File: config.mk
export PLATFORM = sky130hd
export DESIGN_NAME = seac_access_check
export DESIGN_NICKNAME = d
export VERILOG_FILES = /design/src/rtl/seac_pkg.sv /design/src/rtl/seac_gate.sv /design/src/rtl/seac_resolve.sv /design/src/rtl/seac_access_check.sv
export SDC_FILE = /design/constraint.sdc
export NUM_CORES = 1
export LEC_CHECK = 0
export BUFFER_PORTS_ARGS = -buffer_cell sky130_fd_sc_hd__buf_4
export CAP_MARGIN = 20
export CELL_PAD_IN_SITES_DETAIL_PLACEMENT = 1
export CELL_PAD_IN_SITES_GLOBAL_PLACEMENT = 1
export CORE_AREA = 2 2 80 82
export DETAILED_ROUTE_END_ITERATION = 10
export DIE_AREA = 0 0 82 84
export PLACE_DENSITY = 0.95
export SETUP_SLACK_MARGIN = 0.1
export SYNTH_ARGS = -nofsm -noshare
export SYNTH_HDL_FRONTEND = slang
export SYNTH_SLANG_ARGS = --single-unit
File: constraint.sdc
create_clock -name clk -period 0.8 [get_ports clk]
set_input_delay 0.12 -clock clk [delete_from_list [all_inputs] [get_ports clk]]
set_output_delay 0.12 -clock clk [all_outputs]
set_load 0.02 [all_outputs]
File: src/rtl/seac_pkg.sv
package seac_pkg;

  typedef enum logic [1:0] {
    PRIV_USER  = 2'd0,
    PRIV_SUPER = 2'd1,
    PRIV_RSVD  = 2'd2,
    PRIV_MACH  = 2'd3
  } priv_e;

  typedef enum logic [1:0] {
    TGT_FP_CTL  = 2'd0,
    TGT_SUP_ENV = 2'd1,
    TGT_HYP_ENV = 2'd2,
    TGT_OTHER   = 2'd3
  } tgt_e;

  // result of one gate: fail flag and trap kind (1 = virtual-instruction)
  typedef struct packed {
    logic fail;
    logic virt;
  } gate_res_t;

  localparam int unsigned NUM_GATES = 3;
  localparam int unsigned GATE_MACH = 0;
  localparam int unsigned GATE_HYP  = 1;
  localparam int unsigned GATE_SUP  = 2;

endpackage

File: src/rtl/seac_gate.sv
module seac_gate
  import seac_pkg::*;
#(
  parameter int unsigned W       = 64,
  parameter int unsigned LEVEL   = GATE_MACH,
  parameter int unsigned FP_BIT  = 1,
  parameter int unsigned ENV_BIT = 62
) (
  input  logic      active,
  input  priv_e     priv,
  input  logic      virt_mode,
  input  logic      smode_present,
  input  tgt_e      tgt,
  input  logic [W-1:0] en_word,
  output gate_res_t res
);

  logic en_bit;
  logic below_mach;

  assign en_bit     = (tgt == TGT_FP_CTL) ? en_word[FP_BIT] : en_word[ENV_BIT];
  assign below_mach = (priv != PRIV_MACH);

  generate
    if (LEVEL == GATE_MACH) begin : g_mach
      always_comb begin
        res.fail = active && below_mach && !en_bit;
        res.virt = 1'b0;
      end
    end else if (LEVEL == GATE_HYP) begin : g_hyp
      always_comb begin
        res.fail = active && (tgt != TGT_HYP_ENV) && virt_mode &&
                   below_mach && !en_bit;
        res.virt = 1'b1;
      end
    end else begin : g_sup
      always_comb begin
        res.fail = active && (tgt == TGT_FP_CTL) && smode_present &&
                   (priv == PRIV_USER) && !en_word[FP_BIT];
        res.virt = virt_mode;
      end
    end
  endgenerate

endmodule

File: src/rtl/seac_resolve.sv
module seac_resolve
  import seac_pkg::*;
#(
  parameter int unsigned N = NUM_GATES
) (
  input  logic                 acc_valid,
  input  logic                 base_fault,
  input  logic                 base_virt,
  input  gate_res_t [N-1:0]    gates,
  output logic                 allow,
  output logic                 trap_ill,
  output logic                 trap_virt
);

  logic hit;
  logic kind;

  // first failing stage in order base, gates[0], gates[1], ...
  always_comb begin
    hit  = base_fault;
    kind = base_virt;
    for (int i = 0; i < int'(N); i++) begin
      if (!hit && gates[i].fail) begin
        hit  = 1'b1;
        kind = gates[i].virt;
      end
    end
    allow     = acc_valid && !hit;
    trap_ill  = acc_valid && hit && !kind;
    trap_virt = acc_valid && hit && kind;
  end

endmodule

File: src/rtl/seac_access_check.sv
module seac_access_check
  import seac_pkg::*;
#(
  parameter int unsigned W       = 64,
  parameter int unsigned FP_BIT  = 1,
  parameter int unsigned ENV_BIT = 62,
  parameter bit          REG_OUT = 1'b1
) (
  input  logic         clk,
  input  logic         rst_n,
  input  logic         acc_valid,
  input  logic [1:0]   priv,
  input  logic         virt_mode,
  input  logic         ext_stateen,
  input  logic         ext_fp_in_int,
  input  logic         ext_smode,
  input  logic [1:0]   tgt,
  input  logic [W-1:0] m_word,
  input  logic [W-1:0] h_word,
  input  logic [W-1:0] s_word,
  input  logic         base_fault,
  input  logic         base_virt,
  output logic         allow_o,
  output logic         trap_ill_o,
  output logic         trap_virt_o
);

  priv_e priv_q;
  tgt_e  tgt_q;
  logic  active;
  logic [NUM_GATES-1:0][W-1:0] word_bus;
  gate_res_t [NUM_GATES-1:0]   gate_res;
  logic  nxt_allow, nxt_ill, nxt_virt;

  assign priv_q = priv_e'(priv);
  assign tgt_q  = tgt_e'(tgt);

  // state-enable checks apply only with the extension, and for the
  // floating-point target only when it lives in integer registers
  assign active = ext_stateen &&
                  ((tgt_q == TGT_FP_CTL) ? ext_fp_in_int : (tgt_q != TGT_OTHER));

  assign word_bus[GATE_MACH] = m_word;
  assign word_bus[GATE_HYP]  = h_word;
  assign word_bus[GATE_SUP]  = s_word;

  generate
    for (genvar g = 0; g < int'(NUM_GATES); g++) begin : g_gate
      seac_gate #(
        .W       (W),
        .LEVEL   (g),
        .FP_BIT  (FP_BIT),
        .ENV_BIT (ENV_BIT)
      ) i_gate (
        .active        (active),
        .priv          (priv_q),
        .virt_mode     (virt_mode),
        .smode_present (ext_smode),
        .tgt           (tgt_q),
        .en_word       (word_bus[g]),
        .res           (gate_res[g])
      );
    end
  endgenerate

  seac_resolve #(.N(NUM_GATES)) i_resolve (
    .acc_valid  (acc_valid),
    .base_fault (base_fault),
    .base_virt  (base_virt),
    .gates      (gate_res),
    .allow      (nxt_allow),
    .trap_ill   (nxt_ill),
    .trap_virt  (nxt_virt)
  );

  generate
    if (REG_OUT) begin : g_reg
      logic allow_q, ill_q, virt_q;
      always_ff @(posedge clk or negedge rst_n) begin
        if (!rst_n) begin
          allow_q <= 1'b0;
          ill_q   <= 1'b0;
          virt_q  <= 1'b0;
        end else begin
          allow_q <= nxt_allow;
          ill_q   <= nxt_ill;
          virt_q  <= nxt_virt;
        end
      end
      assign allow_o     = allow_q;
      assign trap_ill_o  = ill_q;
      assign trap_virt_o = virt_q;
    end else begin : g_comb
      assign allow_o     = nxt_allow;
      assign trap_ill_o  = nxt_ill;
      assign trap_virt_o = nxt_virt;
    end
  endgenerate

  AST_VERDICT_ONEHOT: assert property (@(posedge clk) disable iff (!rst_n)
    $onehot0({allow_o, trap_ill_o, trap_virt_o}));

  AST_VALID_ONE_VERDICT: assert property (@(posedge clk) disable iff (!rst_n)
    acc_valid |-> ($countones({nxt_allow, nxt_ill, nxt_virt}) == 1));

  AST_BASE_FAULT_WINS: assert property (@(posedge clk) disable iff (!rst_n)
    (acc_valid && base_fault) |-> (!nxt_allow && (nxt_virt == base_virt)));

  AST_STATEEN_OFF_BASE_ONLY: assert property (@(posedge clk) disable iff (!rst_n)
    (acc_valid && !ext_stateen && !base_fault) |-> nxt_allow);

  AST_MACH_NEVER_GATED: assert property (@(posedge clk) disable iff (!rst_n)
    (acc_valid && (priv == 2'd3) && !base_fault) |-> nxt_allow);

  AST_HYP_ENV_NO_VIRT: assert property (@(posedge clk) disable iff (!rst_n)
    (acc_valid && (tgt == 2'd2) && !base_fault) |-> !nxt_virt);

  AST_UNGUARDED_PASS: assert property (@(posedge clk) disable iff (!rst_n)
    (acc_valid && (tgt == 2'd3) && !base_fault) |-> nxt_allow);

endmodule

==> out/qor.yml, run 1 <==
critical_path:
  startpoint_type: "primary input"
  endpoint_kind: "register"
  cp_top_family: "simple AND/OR/NAND/NOR gates"
  worstPathCellList: "buf_6 -> or4b_4 -> nor4_4 -> a21oi_1 -> a21oi_1"
  critPathMaxStageDelay_ns: 0.53
  cp.depth: 5
  cpMaxStageDelayCell: "or4b_4"
  cp.required_ns: 0.93
  crit_fanout: 3
  crit_buf_inv: 1
  path_common_cell: "a21oi_1"
  crit_start: "priv[1]"
  arrival_ns: 1.26
  endpoint: "trap_ill_o"
  critical_path_class: "primary input to register"
logic_synthesis:
  synthCells: 29
  synthesis.nets: 234
  synthSimpleGateAreaFrac_pct: 41.36
  avgSynthCellArea_sq_um: 8.241
  synth_top_family_by_area: "simple AND/OR/NAND/NOR gates"
  syn_area_sq_um: 239.0
  synth-compound-area-share_pct: 25.65
  synth-seq-area-share_pct: 31.41
  ys_seq_elements: 3
  yosysUniqueCellTypes: 18
  synth_adder_area_share_pct: 0
  synth.area.mux_share_pct: 0
  synth_xor_area_share_pct: 0
  yosysWarnings: 0
drt:
  drc: 0
  drt_iter0_drc: 5
  wire_per_inst_um: 8.727
  wirelength_um: 1213
  firstDrtPassIters: 2
  vias: 347
  ant_nets: 0
  viasPerCell: 2.496
place:
  dpl-instance-area_sq_um: 523.0
  routabilityCongestion: 0.7200
  dpl.hpwl_um: 1054
  port_buffers: 20
pwr:
  vdd_ir_drop_max_mv: 0.2627
  powerDensity_nw_per_um2: 1257
  switching_share_pct: 22.34
  power_frac_comb_pct: 26.0
  seqPwrFrac_pct: 20.4
  clkPwrFrac_pct: 53.7
  p_sw_mw: 0.1809
  p_total_mw: 0.8098
  internal-power_mw: 0.6289
  leakagePower_nw: 0.2676
layout:
  nFillCells: 750
  ff_latch_area_sq_um: 75.07
  num_antenna_cells: 0
  drive_gt1_share_pct: 59.68
  nets: 268
  multi_input_comb_area_sq_um: 181.4
  final_cell_area_sq_um: 644.4
  syn2layout_area_growth_pct: 169.6
clock_tree:
  path_clk_slew_ns: 0.03
  cts_sinks: 3
  cts_tree: "built"
  htreeDepth: 1
  clockRootBuffer: "clkbuf_8"
  clockBufferDepth: 2
  cts_made_buffers: 3
sta:
  final_max_slew_viol_count: 0
  setup_ws_ns: -0.3292
  tightest_slew_ns: 0.2662
  slew_headroom_pct: 82.07
  fmax_mhz: 885.6
  finalSetupViolations: 6
  hold_violations: 0
  fin_crit_ns: 1.129
  rsz0062_at_grt: "yes"
  period_share_pct: 141.1
floorplan:
  io_pins: 208
  die_h_um: 84
  start_util_pct: 3.920
  die_area_sq_um: 6888
  die_w_um: 82
  core_area_sq_um: 6096
  num_rows: 29
grt:
  grt_usage_pct: 3.901
  met3_usage_pct: 2.056
  grt_pass1_vias: 380
  grt_max_degree: 7
  gr-total-overflow: 0
  busiest_layer: "met1"
  grt_util_met1_pct: 5.026
  grt_pass1_wl_um: 1835
  grt_use_met2_pct: 5.026
  antenna_found_initial: 0
status:
  status: "complete, but fails checks"
  failed_checks: "negative setup slack"
min_path:
  hold_class: "primary input to register"
run:
  timing.max_cap.violations: 0
[cells in the final DEF (no fill, tap or decap), drive strengths merged, types with 2 or more instances in the layout]
master and count:
buf 28, nand2 4, clkbuf 4, dfrtp 3, nor2 3, nand3 2
or3b 2, a21oi 2, o21ai 2
[per-stage QoR]
stage                     setup WS [ns]  hold WS, ns  utilization (%)  cells  TNS, ns
final                           -0.3292       0.2173            10.57    139   -1.058
after CTS                       -0.3344       0.1962            10.47    139   -1.083
after floorplan                 -0.4179      -0.1756                -     29   -1.148
after global placement          -0.5851     -0.09110            8.580    131   -1.650
after detailed placement        -0.6534     -0.08990            8.580    131   -1.818
after global routing            -0.3801       0.2332            10.57    139   -1.290
[registers in the layout, indices dropped and copies added (netlist names)]
signal,cells
allow_o,1
trap_virt_o,1
trap_ill_o,1
[cells in the mapped netlist, drive strengths merged]
cell / n / area (sq um)
or3b: 2 / 17.52
or4b: 1 / 10.01
nor2: 3 / 11.26
o41a: 1 / 11.26
or3: 1 / 7.510
a21oi: 2 / 10.01
nor4: 1 / 12.51
nand3: 2 / 10.01
o22ai: 1 / 6.260
dfrtp: 3 / 75.07
o21bai: 1 / 7.510
inv: 1 / 3.750
and2: 1 / 8.760
a22oi: 1 / 7.510
a32oi: 1 / 8.760
o21ai: 2 / 10.01
nand2: 4 / 15.01
nor2b: 1 / 6.260
[metal layers]
layer / share of wire (%) / vias to the layer above / wire (um)
li1: - / 176 / -
met5: 0 / - / 0
met2: 42 / 17 / 505
met1: 50 / 152 / 604
met3: 8.0 / 2 / 97
met4: 0.49 / 0 / 6
[power by group through the flow]
stage,combinational [mW],sequential [mW],clock [mW]
floorplan,0.0484,0.175,0
global route,0.230,0.166,0.465
finish,0.210,0.165,0.435
CTS,0.212,0.165,0.450
detailed placement,0.183,0.165,0
global placement,0.178,0.166,0
[final cells by class]
| type | instances | share of cell area (%) |
|---|---|---|
| clock buffers | 4 | 6.990 |
| inverters | 1 | 0.5825 |
| multi-input cells | 25 | 28.16 |
| flip-flops and latches | 3 | 11.65 |
| well taps | 77 | 14.95 |
| repair buffers | 29 | 37.67 |
[logic make-up after synthesis]
kind of cell           count (synthesis)
AND/OR/NAND/NOR                       16
buffers and inverters                  1
AO/OA/AOI/OAI                          9
flip-flops                             3
[what timing repair did]
item | in CTS | in global routing
hold endpoints to repair | 3 | 0
hold buffers | 1 | 0
setup endpoints to repair | 6 | 6
resized for setup | 10 | 1
pin swaps | 4 | 1
setup buffers | 3 | 0
[worst min-delay path by stage]
stage	to	cells past startpoint	from	slack, ns
after detailed placement	allow_o	1	rst_n	-0.09
after CTS	trap_ill_o	3	acc_valid	0.20
final	trap_ill_o	3	acc_valid	0.22
after floorplan	allow_o	0	rst_n	-0.18
after global routing	trap_ill_o	3	acc_valid	0.23
after global placement	allow_o	1	rst_n	-0.09
Power figures use the tool's default switching activity.
==> run 2: changes to the inputs <==
- CORE_AREA: 2 2 80 82 -> 8 8 75 77
- DIE_AREA: 0 0 82 84 -> 0 0 83 85
==> out/qor.yml, run 2 (same netlist as run 1, synthesis figures left out) <==
status:
  status: "complete, but fails checks"
  failed_checks: "negative setup slack"
grt:
  grt_max_degree: 7
  grt_pass1_vias: 442
  grt_pass1_wl_um: 2263
  grt_usage_pct: 4.154
  gr-total-overflow: 0
  antenna_found_initial: 0
place:
  dpl-instance-area_sq_um: 494.2
  routabilityCongestion: 0.6001
  port_buffers: 20
  dp.cells: 108
  dpl.hpwl_um: 1144
layout:
  syn2layout_area_growth_pct: 156.5
  final_util_pct: 13.52
  fin_cells: 114
  nets: 266
  most-common-layout-cells: "19 x buf_4, 6 x buf_6, 4 x nand2_1"
  final_cell_area_sq_um: 613.1
  drive_gt1_share_pct: 60.00
  num_antenna_cells: 0
  final_common_cell: "buf_4"
sta:
  hold_violations: 0
  fin_tns_setup_ns: -0.9488
  fin_crit_ns: 1.129
  fmax_mhz: 885.9
  setup_ws_ns: -0.3288
  period_share_pct: 141.1
  slew_headroom_pct: 83.73
  rsz0062_at_grt: "yes"
  tightest_slew_ns: 0.2423
  finalSetupViolations: 6
  final_max_slew_viol_count: 0
drt:
  viasPerCell: 3.193
  drc: 0
  drt_iter0_drc: 12
  ant_nets: 0
  wire_per_inst_um: 12.03
  firstDrtPassIters: 4
  vias: 364
  wirelength_um: 1371
clock_tree:
  cts_tree: "built"
  clockRootBuffer: "clkbuf_8"
  path_clk_slew_ns: 0.04
  clockBufferDepth: 2
  cts_sinks: 3
  cts_made_buffers: 3
  htreeDepth: 1
pwr:
  powerDensity_nw_per_um2: 1368
  p_total_mw: 0.8389
  leakagePower_nw: 0.2612
  vdd_ir_drop_max_mv: 0.2492
critical_path:
  worstPathCellList: "buf_6 -> or4b_4 -> nor4_4 -> a21oi_1 -> a21oi_1"
  cp.required_ns: 0.94
  crit_buf_inv: 1
  cp_top_family: "simple AND/OR/NAND/NOR gates"
  arrival_ns: 1.26
  path_common_cell: "a21oi_1"
  startpoint_type: "primary input"
  crit_fanout: 3
  endpoint: "trap_ill_o"
  crit_start: "priv[1]"
  critPathMaxStageDelay_ns: 0.53
  critical_path_class: "primary input to register"
  cp.depth: 5
  cpMaxStageDelayCell: "or4b_4"
  endpoint_kind: "register"
floorplan:
  die_w_um: 83
  die_h_um: 85
  start_util_pct: 5.269
  io_pins: 208
  core_area_sq_um: 4536
  num_rows: 25
  die_area_sq_um: 7055
run:
  timing.max_cap.violations: 0
min_path:
  hold_class: "primary input to register"
## run 2: power breakdown
part	leakage (nW)	total, mW	internal [mW]	switching, mW
Combinational	0.199	0.220	0.133	0.0876
Clock	0.0228	0.454	0.341	0.113
Sequential	0.0398	0.165	0.161	0.00416
Total	0.261	0.839	0.634	0.205
## run 2: how the worst min path moves through the flow
stage | endpoint | slack [ns] | start | cells after the start
finish | trap_ill_o | 0.21 | acc_valid | 3
global route | allow_o | 0.25 | rst_n | 2
CTS | trap_ill_o | 0.21 | acc_valid | 3
detailed placement | allow_o | -0.09 | rst_n | 1
global placement | allow_o | -0.09 | rst_n | 1
floorplan | allow_o | -0.18 | rst_n | 0
## run 2: metal layers
layer	global-route usage, %	up-vias	wire length, um
met4	2.396	0	9
met1	3.212	179	420
met5	0	-	0
met3	1.533	2	74
met2	8.487	12	866
li1	-	171	-
## run 2: timing repair
item	CTS	global route
pin swaps	5	4
endpoints found under the setup margin	6	6
endpoints found under the hold margin	3	0
hold buffers	1	0
resized for setup	12	3
buffers inserted	1	0
## run 2: through the flow
stage | hold slack (ns) | worst slack [ns]
4_1_cts | 0.2129 | -0.3405
2_1_floorplan | -0.1756 | -0.4179
3_3_place_gp | -0.09032 | -0.5974
3_5_place_dp | -0.08515 | -0.6515
6_report | 0.2137 | -0.3288
5_1_grt | 0.2452 | -0.3820
## run 2: cell type report
cell class | count | area [sq um]
Timing Repair Buffer | 27 | 235.2
Fill cell | 527 | 3923
Clock buffer | 4 | 45.04
Sequential cell | 3 | 75.07
Tap cell | 54 | 67.56
Inverter | 1 | 3.754
Multi-Input combinational cell | 25 | 186.4
